==> src/rtl/pwm_flt_pkg.sv <==
package pwm_flt_pkg;
    typedef enum logic [1:0] {
        FS_CLEAR = 2'd0,
        FS_HELD  = 2'd1,
        FS_ARMED = 2'd2
    } flt_state_e;
endpackage

==> src/rtl/pwm_flt_filter.sv <==
module pwm_flt_filter #(
    parameter int CNT_W = 3,
    parameter int PER_W = 8
) (
    input  logic             clk,
    input  logic             rst_n,
    input  logic             act,
    input  logic [CNT_W-1:0] cnt,
    input  logic [PER_W-1:0] per,
    output logic             filt,
    output logic             rise
);
    localparam int DC_W = CNT_W + 1;

    logic [PER_W-1:0] pcnt_q;
    logic [DC_W-1:0]  dcnt_q;
    logic [DC_W-1:0]  dlim;
    logic             bypass;
    logic             sample;

    assign bypass = (per == '0);
    assign sample = (pcnt_q == per - 1'b1);
    assign dlim   = {1'b0, cnt} + DC_W'(2);

    always_ff @(posedge clk or negedge rst_n) begin
        if (!rst_n) begin
            pcnt_q <= '0;
            dcnt_q <= '0;
            filt   <= 1'b0;
            rise   <= 1'b0;
        end else begin
            rise <= 1'b0;
            if (bypass) begin
                pcnt_q <= '0;
                dcnt_q <= '0;
                filt   <= act;
                rise   <= act & ~filt;
            end else if (sample) begin
                pcnt_q <= '0;
                if (act == filt) begin
                    dcnt_q <= '0;
                end else if (dcnt_q == dlim) begin
                    dcnt_q <= '0;
                    filt   <= act;
                    rise   <= act;
                end else begin
                    dcnt_q <= dcnt_q + 1'b1;
                end
            end else begin
                pcnt_q <= pcnt_q + 1'b1;
            end
        end
    end
endmodule

==> src/rtl/pwm_flt_latch.sv <==
module pwm_flt_latch
    import pwm_flt_pkg::*;
(
    input  logic clk,
    input  logic rst_n,
    input  logic filt,
    input  logic rise,
    input  logic auto_clr,
    input  logic safe,
    input  logic rcv_half,
    input  logic rcv_full,
    input  logic half_tick,
    input  logic full_tick,
    input  logic clr,
    output logic flag,
    output logic latched
);
    flt_state_e st_q, st_d;
    logic       rel_ok;
    logic       boundary;

    always_comb begin
        if (auto_clr)  rel_ok = ~filt;
        else if (safe) rel_ok = ~flag & ~filt;
        else           rel_ok = ~flag;
    end

    assign boundary = (half_tick & rcv_half) | (full_tick & rcv_full);

    always_comb begin
        st_d = st_q;
        unique case (st_q)
            FS_CLEAR: if (rise) st_d = FS_HELD;
            FS_HELD:  if (rel_ok && !rise) st_d = FS_ARMED;
            FS_ARMED: begin
                if (rise || !rel_ok) st_d = FS_HELD;
                else if (boundary)   st_d = FS_CLEAR;
            end
            default:  st_d = FS_HELD;
        endcase
    end

    always_ff @(posedge clk or negedge rst_n) begin
        if (!rst_n) st_q <= FS_CLEAR;
        else        st_q <= st_d;
    end

    always_ff @(posedge clk or negedge rst_n) begin
        if (!rst_n) flag <= 1'b0;
        else        flag <= rise | (flag & ~clr);
    end

    always_comb begin
        latched = (st_q != FS_CLEAR);
    end
endmodule

==> src/rtl/pwm_fault_guard.sv <==
module pwm_fault_guard #(
    parameter int N_FLT = 2,
    parameter int CNT_W = 3,
    parameter int PER_W = 8
) (
    input  logic             clk,
    input  logic             rst_n,
    input  logic [N_FLT-1:0] flt_in,
    input  logic [N_FLT-1:0] flt_pol,
    input  logic [N_FLT-1:0] flt_auto,
    input  logic [N_FLT-1:0] flt_safe,
    input  logic [N_FLT-1:0] raw_en,
    input  logic [N_FLT-1:0] rcv_half,
    input  logic [N_FLT-1:0] rcv_full,
    input  logic [CNT_W-1:0] filt_cnt,
    input  logic [PER_W-1:0] filt_per,
    input  logic             half_tick,
    input  logic             full_tick,
    input  logic [N_FLT-1:0] flag_clr,
    input  logic [N_FLT-1:0] irq_en,
    output logic [N_FLT-1:0] out_dis,
    output logic [N_FLT-1:0] flt_flag,
    output logic             irq
);
    logic [N_FLT-1:0] act_vec;
    logic [N_FLT-1:0] filt_vec;
    logic [N_FLT-1:0] rise_vec;
    logic [N_FLT-1:0] latched_vec;

    for (genvar g = 0; g < N_FLT; g++) begin : g_ch
        assign act_vec[g] = flt_pol[g] ? flt_in[g] : ~flt_in[g];

        pwm_flt_filter #(.CNT_W(CNT_W), .PER_W(PER_W)) u_filt (
            .clk  (clk),
            .rst_n(rst_n),
            .act  (act_vec[g]),
            .cnt  (filt_cnt),
            .per  (filt_per),
            .filt (filt_vec[g]),
            .rise (rise_vec[g])
        );

        pwm_flt_latch u_latch (
            .clk      (clk),
            .rst_n    (rst_n),
            .filt     (filt_vec[g]),
            .rise     (rise_vec[g]),
            .auto_clr (flt_auto[g]),
            .safe     (flt_safe[g]),
            .rcv_half (rcv_half[g]),
            .rcv_full (rcv_full[g]),
            .half_tick(half_tick),
            .full_tick(full_tick),
            .clr      (flag_clr[g]),
            .flag     (flt_flag[g]),
            .latched  (latched_vec[g])
        );

        assign out_dis[g] = latched_vec[g] | (raw_en[g] & act_vec[g]);
    end

    assign irq = |(flt_flag & irq_en);
endmodule

==> config.mk <==
export PLATFORM = sky130hd
export DESIGN_NAME = pwm_fault_guard
export DESIGN_NICKNAME = d
export VERILOG_FILES = /design/src/rtl/pwm_flt_pkg.sv /design/src/rtl/pwm_flt_filter.sv /design/src/rtl/pwm_flt_latch.sv /design/src/rtl/pwm_fault_guard.sv
export SDC_FILE = /design/constraint.sdc
export NUM_CORES = 1
export LEC_CHECK = 0
export BUFFER_PORTS_ARGS = -buffer_cell sky130_fd_sc_hd__clkbuf_2
export CAP_MARGIN = 20
export CELL_PAD_IN_SITES_DETAIL_PLACEMENT = 2
export CELL_PAD_IN_SITES_GLOBAL_PLACEMENT = 2
export CORE_ASPECT_RATIO = 0.8
export CORE_MARGIN = 2
export CORE_UTILIZATION = 33
export CTS_BUF_LIST = sky130_fd_sc_hd__clkbuf_8
export CTS_CLUSTER_DIAMETER = 40
export DETAILED_ROUTE_END_ITERATION = 6
export PLACE_DENSITY_LB_ADDON = 0.05
export SLEW_MARGIN = 40
export SYNTH_ARGS = -nofsm -noshare
export SYNTH_HDL_FRONTEND = slang
export SYNTH_HIERARCHICAL = 1
export SYNTH_SLANG_ARGS = --single-unit
==> constraint.sdc <==
create_clock -name clk -period 2.2 [get_ports clk]
set_clock_uncertainty 0.05 [all_clocks]
set_input_delay 0.33 -clock clk [delete_from_list [all_inputs] [get_ports clk]]
set_output_delay 0.33 -clock clk [all_outputs]
set_load 0.03 [all_outputs]
==> metrics.csv <==
metric,value,unit
cts.sinks,34,
finalHoldViolations,0,
synth_area_leader_cell,dfrtp_1,
worst_pin_slew,0.466,ns
tns,0,ns
synth_edf_count,0,
pwr-share-clk,0.173,
cts.htree.levels,2,
grt_pass1_wl,11.3,mm
initial_utilization,0.342,
insertion_delay,0.29,ns
arrival,2.18,ns
path_class,input pin to flop,
period_minus_slack,2.05,ns
hold_depth,3,
setup_viol,0,
syn_inst,254,
start_kind,input pin,
cts_tree,built,
drt_iter0_drc,49,
hold_start,flag_clr[0],
reg2regPathDepth,7,
io_buffers,37,
synth_warnings,6,
wl_per_cell,16.2,µm
hold_slack,0.235,ns
grt_max_degree,20,
r2r_start,g_ch[1].u_filt/pcnt_q[7],
p_leak,1.41,nW
dpl.hpwl,5.44,mm
ys_async_sr_fraction,1.00,
ys_seq_elements,34,
p_per_area,880,nW/µm²
rsz0062_at_grt,no,
insertedDiodeCount,0,
drv_cap,0,
slew_viol_final,0,
syn_nets,297,
syn_area,2360,µm²
synth_seq_area_share,0.361,
fin_crit_sh,0.934,
nNetsFinal,364,
synth_top_area_frac,0.361,
min_to,g_ch[0].u_latch/flag,
max_slew_margin,0.689,
overflow,0,
comb_power_share,0.399,
core_area,6890,µm²
row_count,27,
r2r_setup_slack,0.21,ns
swShare,0.398,
final_cell_mix,"37 x clkbuf_2, 34 x dfrtp_1, 27 x nor2_1, 27 x buf_4, 20 x xnor2_1",
seqPwrFrac,0.428,
ys.flop_type,dfrtp_1,
cts_inserted_buffers,5,
final_common_cell,clkbuf_2,
cp.required,2.33,ns
synth_cell_type_count,56,
die_w,98.5,µm
syn_avg_cell_area,9.28,µm²
vdd.ir_drop.worst,0.000428,V
drive_gt1_frac,0.296,
vias,2094,
r2r_end,g_ch[1].u_filt/filt,
grt_pass1_vias,2283,
synthTopCellsByArea,"dfrtp_1 36%, xnor2_1 7.4%, xor2_1 7.1%",
vias_per_cell,5.13,
max_freq,487,MHz
path_max_fanout,6,
gp_congestion,0.702,
dr.pass1.iters,4,
outcome,"complete, no violations",
route.detailed.drc,0,
hold_class,input pin to flop,
wl,6.60,mm
power_switching,1.04,mW
boundaryPins,38,
intPower,1.56,mW
fp.dieH,79.6,µm
grt_usage,0.183,
die_area,7840,µm²
antenna_found_initial,0,
cts_root_buffer,clkbuf_8,
clk_pin_slew,0.07,ns
syn_to_final_growth,25.3,%
ant_nets,0,
cp-end-kind,flop,
clk_path_buf_depth,2,
[stage by stage]
| step | power (mW) | utilization | cells | cell area [µm²] | worst slack, ns |
|---|---|---|---|---|---|
| floorplan | 1.83 | - | 254 | 2370 | -0.0385 |
| global placement | 2.12 | 0.414 | 400 | 2850 | -0.146 |
| detailed placement | 2.18 | 0.414 | 400 | 2850 | -0.257 |
| CTS | 2.66 | 0.426 | 408 | 2940 | 0.0594 |
| global route | 2.84 | 0.429 | 408 | 2950 | 0.0291 |
| finish | 2.60 | 0.429 | 408 | 2950 | 0.146 |
[worst max-delay path, stage by stage]
cell,delay [ns]
clkbuf_2,0.12
inv_1,0.06
ha_1,0.21
nor2b_1,0.17
or3_1,0.35
a31o_1,0.24
nor4_4,0.14
buf_4,0.19
a21oi_2,0.06
mux2_4,0.31
[cells in the mapped netlist, types with 4 or more instances]
library cell	count
a21o_1	4
and3_1	6
buf_2	4
dfrtp_1	34
ha_1	10
inv_1	18
nand2_1	7
nand2b_1	5
nand3_1	16
nand3b_1	5
nor2_1	28
nor3_1	7
nor4_1	4
o21ai_0	7
xnor2_1	20
xor2_1	19
[area by class of cell]
type                    count  area, µm²
well taps                  87        109
inverters                  18       67.6
repair buffers             66        418
multi-input cells         196       1430
fillers                   804       3940
clock buffers               5       68.8
clock inverters             2       10.0
flip-flops and latches     34        851
[layer usage]
metal / global-route usage / up-vias / part of all wire
li1: - / 1022 / -
met1: 0.234 / 1051 / 0.47
met2: 0.322 / 13 / 0.51
met3: 0.0394 / 8 / 0.017
met4: 0.0370 / 0 / 0.0089
met5: 0 / - / 0
[registers in the layout, summed over array words and instances, names as in the netlist]
| register | count |
|---|---|
| g_ch.u_filt/dcnt_q | 8 |
| g_ch.u_filt/pcnt_q | 16 |
| g_ch.u_filt/filt | 2 |
| g_ch.u_latch/st_q | 4 |
| g_ch.u_filt/rise | 2 |
| g_ch.u_latch/flag | 2 |
[power groups by stage]
| stage | Clock [mW] | Sequential [mW] | Combinational [mW] |
|---|---|---|---|
| CTS | 0.476 | 1.12 | 1.06 |
| global route | 0.503 | 1.16 | 1.18 |
| global placement | 0 | 1.12 | 0.999 |
| floorplan | 0 | 1.03 | 0.800 |
| finish | 0.450 | 1.11 | 1.04 |
| detailed placement | 0 | 1.13 | 1.05 |
[cell families after synthesis]
kind of cell | synth area share
XOR/XNOR | 0.145
buffers and inverters | 0.0435
adder cells (fa/ha/maj) | 0.0531
AND/OR/NAND/NOR | 0.252
multiplexers | 0.0239
AO/OA/AOI/OAI | 0.122
flip-flops | 0.361
[how the worst max path moves through the flow]
stage | start | cells after the start | end | slack (ns)
2_1_floorplan | filt_per[0] | 10 | g_ch[0].u_filt/dcnt_q[1] | -0.04
3_3_place_gp | filt_per[0] | 10 | g_ch[0].u_filt/filt | -0.15
3_5_place_dp | filt_per[0] | 10 | g_ch[0].u_filt/rise | -0.26
4_1_cts | filt_per[0] | 10 | g_ch[0].u_filt/rise | 0.06
5_1_grt | filt_per[0] | 10 | g_ch[0].u_filt/filt | 0.03
6_report | filt_per[0] | 10 | g_ch[1].u_filt/filt | 0.15
[repair_timing]
item | 4_1_cts | 5_1_grt
resized for setup | 0 | 4
buffers inserted | 0 | 0
hold buffers | 1 | 0
endpoints found under the hold margin | 15 | 0
endpoints found under the setup margin | 0 | 2
Power figures use the tool's default switching activity.
